## src/rtl/splice_pkg.sv

```systemverilog
package splice_pkg;

    typedef enum logic [1:0] {
        MODE_STOP   = 2'b00,
        MODE_DIRECT = 2'b01,
        MODE_TWO    = 2'b10,
        MODE_THREE  = 2'b11
    } splice_mode_e;

    typedef enum logic [2:0] {
        ST_IDLE,
        ST_PREP,
        ST_ALIGN,
        ST_COMPARE,
        ST_DIRECT
    } splice_state_e;

endpackage

```

## src/rtl/sm_window.sv

```systemverilog
// Sliding window of the most recent words, oldest at the low end.
module sm_window #(
    parameter int WORD_W = 16,
    parameter int DEPTH  = 6
) (
    input  logic                      clk,
    input  logic                      rst_n,
    input  logic                      clear,
    input  logic                      shift,
    input  logic [WORD_W-1:0]         din,
    output logic [DEPTH*WORD_W-1:0]   view,
    output logic                      full_next
);
    localparam int FILL_W = $clog2(DEPTH + 1);
    localparam int TOTAL  = DEPTH * WORD_W;

    typedef struct packed {
        logic [TOTAL-1:0]  words;
        logic [FILL_W-1:0] fill;
    } win_t;

    win_t win_d, win_q;

    always_comb begin
        // contents after accepting din: newest enters at the top
        view      = {din, win_q.words[TOTAL-1:WORD_W]};
        full_next = (win_q.fill >= FILL_W'(DEPTH - 1));
        win_d     = win_q;
        if (clear) begin
            win_d.fill = '0;
        end else if (shift) begin
            win_d.words = view;
            if (win_q.fill != FILL_W'(DEPTH))
                win_d.fill = win_q.fill + 1'b1;
        end
    end

    always_ff @(posedge clk) begin
        if (!rst_n) win_q <= '0;
        else        win_q <= win_d;
    end

endmodule

```

## src/rtl/sm_pair_cmp.sv

```systemverilog
// Per-pair equality of a candidate window against the reference words.
module sm_pair_cmp #(
    parameter int WORD_W   = 16,
    parameter int PAIRS    = 3,
    parameter int LOW_BITS = 4
) (
    input  logic [2*PAIRS*WORD_W-1:0] cand,
    input  logic [2*PAIRS*WORD_W-1:0] refw,
    input  logic                      cmp12,
    output logic [PAIRS-1:0]          pair_ok
);
    localparam logic [WORD_W-1:0] LOW_MASK = WORD_W'((1 << LOW_BITS) - 1);

    logic [WORD_W-1:0] mask;
    assign mask = cmp12 ? ~LOW_MASK : {WORD_W{1'b1}};

    for (genvar k = 0; k < PAIRS; k++) begin : g_pair
        logic [WORD_W-1:0] c_l, c_r, r_l, r_r;
        assign c_l = cand[(2*k)*WORD_W   +: WORD_W];
        assign c_r = cand[(2*k+1)*WORD_W +: WORD_W];
        assign r_l = refw[(2*k)*WORD_W   +: WORD_W];
        assign r_r = refw[(2*k+1)*WORD_W +: WORD_W];
        assign pair_ok[k] = ((c_l & mask) == (r_l & mask)) &&
                            ((c_r & mask) == (r_r & mask));
    end

endmodule

```

## src/rtl/sm_ctrl.sv

```systemverilog
// Sequencing of preparation, alignment, comparison and direct connect.
module sm_ctrl
    import splice_pkg::*;
#(
    parameter int PAIRS        = 3,
    parameter int PREP_WORDS   = 5,
    parameter int DIRECT_WORDS = 3,
    parameter int QUORUM       = 2
) (
    input  logic             clk,
    input  logic             rst_n,
    input  logic             cmd_valid,
    input  logic [1:0]       cmd_mode,
    input  logic             smp_valid,
    input  logic             smp_right,
    input  logic [PAIRS-1:0] pair_ok,
    input  logic             full_next,
    output logic             win_clear,
    output logic             win_shift,
    output logic             busy,
    output logic             connect
);
    localparam int CNT_MAX = (PREP_WORDS > DIRECT_WORDS) ? PREP_WORDS : DIRECT_WORDS;
    localparam int CNT_W   = $clog2(CNT_MAX + 1);

    typedef struct packed {
        splice_state_e    state;
        logic             two_of_three;
        logic [CNT_W-1:0] cnt;
        logic             primed;
        logic             connect;
    } ctrl_t;

    ctrl_t c_d, c_q;
    logic  hit;
    splice_mode_e mode;

    assign mode = splice_mode_e'(cmd_mode);

    always_comb begin
        hit = c_q.two_of_three ? ($countones(pair_ok) >= QUORUM) : (&pair_ok);
        c_d         = c_q;
        c_d.connect = 1'b0;
        win_clear   = 1'b0;
        win_shift   = 1'b0;
        if (cmd_valid) begin
            case (mode)
                MODE_STOP: begin
                    c_d.state = ST_IDLE;
                end
                MODE_DIRECT: begin
                    c_d.state = ST_DIRECT;
                    c_d.cnt   = '0;
                end
                default: begin
                    c_d.two_of_three = (mode == MODE_TWO);
                    c_d.cnt          = '0;
                    win_clear        = 1'b1;
                    c_d.state        = c_q.primed ? ST_ALIGN : ST_PREP;
                end
            endcase
        end else if (smp_valid) begin
            case (c_q.state)
                ST_PREP: begin
                    if (c_q.cnt == CNT_W'(PREP_WORDS - 1)) begin
                        c_d.state  = ST_ALIGN;
                        c_d.primed = 1'b1;
                        c_d.cnt    = '0;
                    end else begin
                        c_d.cnt = c_q.cnt + 1'b1;
                    end
                end
                ST_ALIGN: begin
                    if (!smp_right) begin
                        win_shift = 1'b1;
                        c_d.state = ST_COMPARE;
                    end
                end
                ST_COMPARE: begin
                    win_shift = 1'b1;
                    if (smp_right && full_next && hit) begin
                        c_d.connect = 1'b1;
                        c_d.state   = ST_IDLE;
                    end
                end
                ST_DIRECT: begin
                    if (c_q.cnt == CNT_W'(DIRECT_WORDS - 1)) begin
                        c_d.connect = 1'b1;
                        c_d.state   = ST_IDLE;
                    end else begin
                        c_d.cnt = c_q.cnt + 1'b1;
                    end
                end
                default: ;
            endcase
        end
    end

    always_ff @(posedge clk) begin
        if (!rst_n) begin
            c_q.state        <= ST_IDLE;
            c_q.two_of_three <= 1'b0;
            c_q.cnt          <= '0;
            c_q.primed       <= 1'b0;
            c_q.connect      <= 1'b0;
        end else begin
            c_q <= c_d;
        end
    end

    assign busy    = (c_q.state != ST_IDLE);
    assign connect = c_q.connect;

endmodule

```

## src/rtl/splice_matcher.sv

```systemverilog
module splice_matcher #(
    parameter int WORD_W       = 16,
    parameter int PAIRS        = 3,
    parameter int LOW_BITS     = 4,
    parameter int PREP_WORDS   = 5,
    parameter int DIRECT_WORDS = 3,
    parameter int QUORUM       = 2
) (
    input  logic                        clk,
    input  logic                        rst_n,
    input  logic                        cmd_valid,
    input  logic [1:0]                  cmd_mode,
    input  logic                        cmp12,
    input  logic                        smp_valid,
    input  logic                        smp_right,
    input  logic [WORD_W-1:0]           smp_data,
    input  logic [2*PAIRS*WORD_W-1:0]   ref_words,
    output logic                        busy,
    output logic                        connect
);
    localparam int DEPTH = 2 * PAIRS;

    logic [DEPTH*WORD_W-1:0] view;
    logic                    full_next;
    logic                    win_clear;
    logic                    win_shift;
    logic [PAIRS-1:0]        pair_ok;

    sm_window #(.WORD_W(WORD_W), .DEPTH(DEPTH)) u_window (
        .clk       (clk),
        .rst_n     (rst_n),
        .clear     (win_clear),
        .shift     (win_shift),
        .din       (smp_data),
        .view      (view),
        .full_next (full_next)
    );

    sm_pair_cmp #(.WORD_W(WORD_W), .PAIRS(PAIRS), .LOW_BITS(LOW_BITS)) u_cmp (
        .cand    (view),
        .refw    (ref_words),
        .cmp12   (cmp12),
        .pair_ok (pair_ok)
    );

    sm_ctrl #(
        .PAIRS(PAIRS), .PREP_WORDS(PREP_WORDS),
        .DIRECT_WORDS(DIRECT_WORDS), .QUORUM(QUORUM)
    ) u_ctrl (
        .clk       (clk),
        .rst_n     (rst_n),
        .cmd_valid (cmd_valid),
        .cmd_mode  (cmd_mode),
        .smp_valid (smp_valid),
        .smp_right (smp_right),
        .pair_ok   (pair_ok),
        .full_next (full_next),
        .win_clear (win_clear),
        .win_shift (win_shift),
        .busy      (busy),
        .connect   (connect)
    );

endmodule

```

## config.mk

```make
export PLATFORM = sky130hd
export DESIGN_NAME = splice_matcher
export DESIGN_NICKNAME = d
export VERILOG_FILES = /design/src/rtl/splice_pkg.sv /design/src/rtl/sm_window.sv /design/src/rtl/sm_pair_cmp.sv /design/src/rtl/sm_ctrl.sv /design/src/rtl/splice_matcher.sv
export SDC_FILE = /design/constraint.sdc
export NUM_CORES = 1
export LEC_CHECK = 0
export BUFFER_PORTS_ARGS = -buffer_cell sky130_fd_sc_hd__buf_2
export CAP_MARGIN = 10
export CORE_ASPECT_RATIO = 0.75
export CORE_MARGIN = 2
export CORE_UTILIZATION = 38
export DETAILED_ROUTE_END_ITERATION = 8
export PLACE_DENSITY = 0.68
export SETUP_SLACK_MARGIN = 0.5
export SLEW_MARGIN = 20
export SYNTH_ARGS = -nofsm -noshare
export SYNTH_HDL_FRONTEND = slang
export SYNTH_SLANG_ARGS = --single-unit
```

## constraint.sdc

```tcl
create_clock -name clk -period 2.6 [get_ports clk]
set_clock_uncertainty 0.1 [all_clocks]
set_input_delay 0.39 -clock clk [delete_from_list [all_inputs] [get_ports clk]]
set_output_delay 0.39 -clock clk [all_outputs]
set_load 0.005 [all_outputs]
```

; ---- Word-level counts from Yosys, hierarchy flattened
; Cells that the tools add are included.
[op_classes]
muxes = 28
shift = 0
n_bitwise = 17
reduce_logical = 20
addsub = 4
mul = 0
n_eq_ne = 21
magnitude_cmp = 2
div = 0
[ops]
columns = op, count
row1 = 16-bit AND, 12
row2 = 16-bit equality test, 6
row3 = 32-bit by 1-bit adder with 32-bit output, 1
row4 = 32-bit by 3-bit >= comparator with 1-bit output (second input constant), 1
row5 = 3-bit 2-to-1 mux, 10
row6 = 3-bit case mux with 2 select lines, 2
row7 = 3-bit case mux with 4 select lines, 1
row8 = 1-bit 2-to-1 mux, 10
row9 = 3-bit by 2-bit equality test with 1-bit output (second input constant), 3
row10 = 3-bit by 2-bit != test with 1-bit output (second input constant), 3
row11 = 3-bit != test (second input constant), 3
row12 = 4-bit AND reduction, 2
row13 = 3-bit by 1-bit adder with 3-bit output (second input constant), 2
row14 = 3-bit equality test (second input constant), 2
row15 = 2-bit AND reduction, 3
row16 = 6-bit AND reduction, 1
row17 = 3-bit nonzero test, 2
row18 = 1-bit logical AND, 5
row19 = 5-bit 2-to-1 mux, 1
row20 = 1-bit NOT, 5
row21 = 5-bit nonzero test, 1
row22 = 4-bit 2-to-1 mux, 1
row23 = 1-bit case mux with 2 select lines, 2
row24 = 2-bit OR reduction, 2
row25 = other kinds (11), 11
[word_totals]
ram_bits = 0
register_bits = 108
rom_bits = 0
word_cells = 99
in_bits = 120
out_inout_bits = 2
mem_count = 0
latchBits = 0

; ---- Logic depth before layout (Yosys ltp)
[logic_depth]
depth_word = 13
depth_mapped = 10
mapped_depth_nobuf = 10

; ---- Hierarchy
; Synthesis repeated with hierarchy kept, for this count alone.
[unflattened]
cells_unflattened = 675
area_unflattened_um2 = 5666.7
[modules_own_cells]
columns = module, instances, area_each_um2, seq_area_each_um2, cells_per_inst
row1 = sm_window, 1, 3921.3, 1661.6, 463
row2 = sm_pair_cmp, 1, 1062.3, 0.0, 129
row3 = sm_ctrl, 1, 683.2, 180.2, 83

; ---- Least setup slack after synthesis
; Ideal clock, no wire load.
[synth_path]
kind = input to register
from = in ref_words[16]
to = reg u_ctrl.c_q[6] in the netlist's numbering
path_buffers = 0
required_ns = 2.412
stages = 10
t_arrival_ns = 2.000
path_slack_ns = 0.412
setup_time_ns = 0.088
cell_sequence = xor2_1 > nor4_1 > a21oi_1 > nor4_1 > ha_1 > a21oi_1 > nor2_1 > o21a_1 > a21o_1 > a311oi_2
[synth_between]
elab_chain_len = 10
word_cells_on_any_way = 11
classes_between = add/sub: 2 / order compare: 1 / eq/ne: 2 / mux: 1 / bitwise: 1 / reduce/logical: 4
[synth_rtl]
columns = item, line
row1 = from (decl), splice_matcher.sv:17  ; input logic [2*PAIRS*WORD_W-1:0] ref_words,
row2 = 16-bit AND *, sm_pair_cmp.sv:24  ; ((c_r & mask) == (r_r & mask));
row3 = 16-bit equality test *, sm_pair_cmp.sv:24
row4 = 1-bit logical AND *, sm_pair_cmp.sv:23  ; assign pair_ok[k] = ((c_l & mask) == (r_l & mask)) &&
row5 = 1-bit by 1-bit adder with 2-bit output (implied by the code), sm_ctrl.sv:41  ; hit = c_q.two_of_three ? ($countones(pair_ok) >= QUORUM) : (&pair_ok);
row6 = 32-bit by 1-bit adder with 32-bit output (implied by the code), sm_ctrl.sv:41
row7 = 32-bit by 3-bit >= comparator with 1-bit output, sm_ctrl.sv:41
row8 = 1-bit 2-to-1 mux *, sm_ctrl.sv:41
row9 = 1-bit logical AND *, sm_ctrl.sv:81  ; if (smp_right && full_next && hit) begin
row10 = 3-bit by 2-bit != test with 1-bit output (no source line) *, n/a
row11 = 6-bit AND reduction (no source line) *, n/a
row12 = to (decl), sm_ctrl.sv:34  ; ctrl_t c_d, c_q;
; Every way passes the cells marked *; elsewhere a longest branch is shown, timed or not.
; A chain may end at the register's enable or synchronous reset.

; ---- Worst setup path after layout
[layout_path]
from = reg u_window.win_q, in the netlist u_window.view[45]
to = reg u_ctrl.c_q[6] in the netlist's numbering
[layout_between]
elab_chain_len = 10
word_cells_on_any_way = 11
classes_between = add/sub: 2 / order compare: 1 / eq/ne: 2 / mux: 1 / bitwise: 1 / reduce/logical: 4
[layout_rtl]
columns = item, line
row1 = from (decl), sm_window.sv:22  ; win_t win_d, win_q;
row2 = from (signal assigned), sm_window.sv:40  ; else win_q <= win_d;
row3 = 16-bit AND *, sm_pair_cmp.sv:23
row4 = 16-bit equality test *, sm_pair_cmp.sv:23
row5 = 1-bit logical AND *, sm_pair_cmp.sv:23
row6 = 1-bit by 1-bit adder with 2-bit output (implied by the code), sm_ctrl.sv:41
row7 = 32-bit by 1-bit adder with 32-bit output (implied by the code), sm_ctrl.sv:41
row8 = 32-bit by 3-bit >= comparator with 1-bit output, sm_ctrl.sv:41
row9 = 1-bit 2-to-1 mux *, sm_ctrl.sv:41
row10 = 1-bit logical AND *, sm_ctrl.sv:81
row11 = 3-bit by 2-bit != test with 1-bit output (no source line) *, n/a
row12 = 6-bit AND reduction (no source line) *, n/a
; Marked as above.

==> results.yml <==
worst_hold_path:
  hold_start: "cmd_mode[0]"
  worstHoldEndpoint: "u_ctrl.c_q[5]"
  hold_class: "in2reg"
  min_path_cells: 2
global_routing:
  grtUsageTotal_pct: 19.3
  grt_pass1_vias: 3970
  grt_max_degree: 71
  grt_pass1_wl_mm: 19.4
  grt_overflow_total: 0
  antenna_found_initial: 0
clock_tree:
  h-tree-depth: 3
  cts.clk_slew.worst_paths_ns: 0.07
  cts.sinks: 92
  ctsHoldBuffers: 0
  clockBufferDepth: 2
  root_buffer: "clkbuf_16"
  clock_latency_ns: 0.34
  cts_tree: "done"
  cts_made_buffers: 9
detailed_routing:
  drc: 0
  vias: 4277
  ant_nets: 0
  first_pass_iters: 4
  drt_iter0_drc: 255
  via_per_inst: 4.98
  wl_mm: 12.4
  wl_per_cell_um: 14.4
sta:
  rsz0062_at_grt: "true"
  fmax_mhz: 400
  fin_tns_setup_ns: 0
  fin_crit_sh_pct: 96.2
  worstMarginPinSlew_ns: 0.538
  finalMaxSlewViolations: 0
  setup_slack_ns: 0.0996
  holdWs_ns: 0.184
  final_hold_viol_count: 0
  period_needed_ns: 2.50
  finalSetupViolCount: 0
  slew_headroom_pct: 64.1
logic_synthesis:
  synth_warnings: 0
  synth_edf_count: 0
  mappedNetlistNets: 702
  syn_area_per_cell_um2: 7.97
  syn_inst: 575
  synthesis.area_um2: 4580
  ys_types: 43
  ys_ff_latch: 92
  synthFlopType: "dfxtp_1"
  async_flop_share_pct: 0
  seq_area_frac_synth_pct: 40.2
run_status:
  outcome: "completed"
setup_path:
  critPathSlowestCell: "dfxtp_2"
  critPathLaunchType: "flip-flop"
  rr_worst_depth: 12
  critPathMaxFanout: 3
  rrSetupSlack_ns: 0.1
  r2r_start: "u_window.view[45]"
  path_cells: "xor2_1, nor4_2, buf_4, nand4_1, nor4_2, buf_4, ha_4, a21oi_2, nor2_1, o21a_1, a21o_1, a311oi_2"
  slowest_delay_ns: 0.36
  cp-end-kind: "flip-flop"
  required_ns: 2.75
  criticalPathCategory: "reg2reg"
  arrival_ns: 2.65
  timing.rr.end: "u_ctrl.c_q[6]"
placement:
  detailed_place_hpwl_mm: 9.39
  dpl.cell_count: 842
  io_buffers: 121
  gp_congestion: 0.867
  place_area_um2: 5400
  pre_cts_slack_ns: -0.215
power_and_ir_drop:
  max-vdd-ir-drop_mv: 0.449
  power.density_nw_per_um2: 513
  total_power_mw: 2.93
  leakagePower_nw: 2.29
floorplanning:
  num_io_pins: 122
  die_w_um: 131
  start_util_pct: 39.3
  dieArea_um2: 13000
  die_y_um: 99.1
  rows: 34
  core_area_um2: 11700
finish:
  final_cell_mix: "nand2_1 (169), buf_2 (121), a21oi_1 (91)"
  area_growth_syn_to_layout_pct: 24.9
  diodes: 0
  fin_area_um2: 5720
  drive_above_1_share_pct: 24.3
  nets: 819
  stdcell_count: 858
  final_util_pct: 49.1
  mostFrequentLayoutCell: "nand2_1"
job:
  maxCapViolCount: 0
what timing repair did:
action | CTS | global route
endpoints found under the hold margin | 0 | 0
buffers inserted | 1 | 0
gates resized for setup | 7 | 3
pin swaps | 3 | 1
endpoints found under the setup margin | 3 | 3
cloned | 0 | 0
power by group:
part           internal (mW)  switching (mW)
registers               1.42          0.0146
logic                  0.145           0.159
clock network          0.643           0.555
total                   2.20           0.729
area by class of cell:
type | instances | area, um^2
fillers | 1172 | 5940
multi-input cells | 449 | 2640
flip-flops and latches | 92 | 1850
repair buffers | 134 | 744
clock buffers | 9 | 225
well taps | 162 | 203
clock inverters | 6 | 41.3
inverters | 6 | 22.5
state kept, by name, summed over array words and instances (netlist names):
signal,cells
u_window.view,80
u_ctrl.c_q,8
u_window.win_q,3
u_ctrl.connect,1
worst max-delay path: cells and delay by family (launching register included):
| family | cells | cell delay (ns) |
|---|---|---|
| buf+inv | 2 | 0.33 |
| flops | 1 | 0.36 |
| simple gates | 4 | 0.67 |
| compound gates | 4 | 0.59 |
| xor+xnor | 1 | 0.17 |
| fa+ha+maj | 1 | 0.20 |
synth_stat cells, drive strengths merged, types with 2 or more instances:
master,number,area [um^2]
xor2,72,631
nor2,12,45.0
xnor2,25,219
a21oi,93,469
nor3,2,10.0
nor2b,2,12.5
a311oi,2,23.8
clkbuf,18,67.6
inv,6,22.5
o211ai,2,15.0
nor4,21,138
a31oi,2,12.5
nand2,169,634
and2,2,15.0
o21a,2,15.0
o21ai,6,33.8
nand3,2,15.0
and3,2,12.5
nand4,9,56.3
dfxtp,92,1840
nand2b,3,18.8
ha,7,87.6
buf,10,50.1
a21o,3,22.5
worst max path at each step:
stage | startpoint | to | slack (ns)
final | u_window.view[45] | u_ctrl.c_q[6] | 0.1
after floorplan | ref_words[9] | u_ctrl.c_q[6] | 0.43
after global placement | ref_words[45] | u_ctrl.c_q[6] | -0.19
after detailed placement | ref_words[45] | u_ctrl.c_q[6] | -0.21
after global routing | u_window.view[21] | u_ctrl.c_q[6] | -0.06
after CTS | u_window.view[59] | u_ctrl.c_q[6] | 0.08
cells by family (layout without fill, tap and decap cells):
kind of cell             Yosys count  in the layout  synth area share, %
AND/OR/NAND/NOR                  231            231                 22.2
adder cells (fa/ha/maj)            7              7                 1.91
XOR/XNOR                          97             97                 18.5
flip-flops                        92             92                 40.2
buffers and inverters             34            155                 3.06
AO/OA/AOI/OAI                    114            114                 14.0
routing by layer:
layer / share of wire, % / global-route usage (%) / vias to the layer above
met5: 0 / 0 / -
met2: 46 / 31.1 / 126
met3: 5.7 / 5.16 / 7
met4: 0.69 / 4.01 / 0
met1: 47 / 26.1 / 1993
li1: - / - / 2151
(Power assumes the default switching activity.)
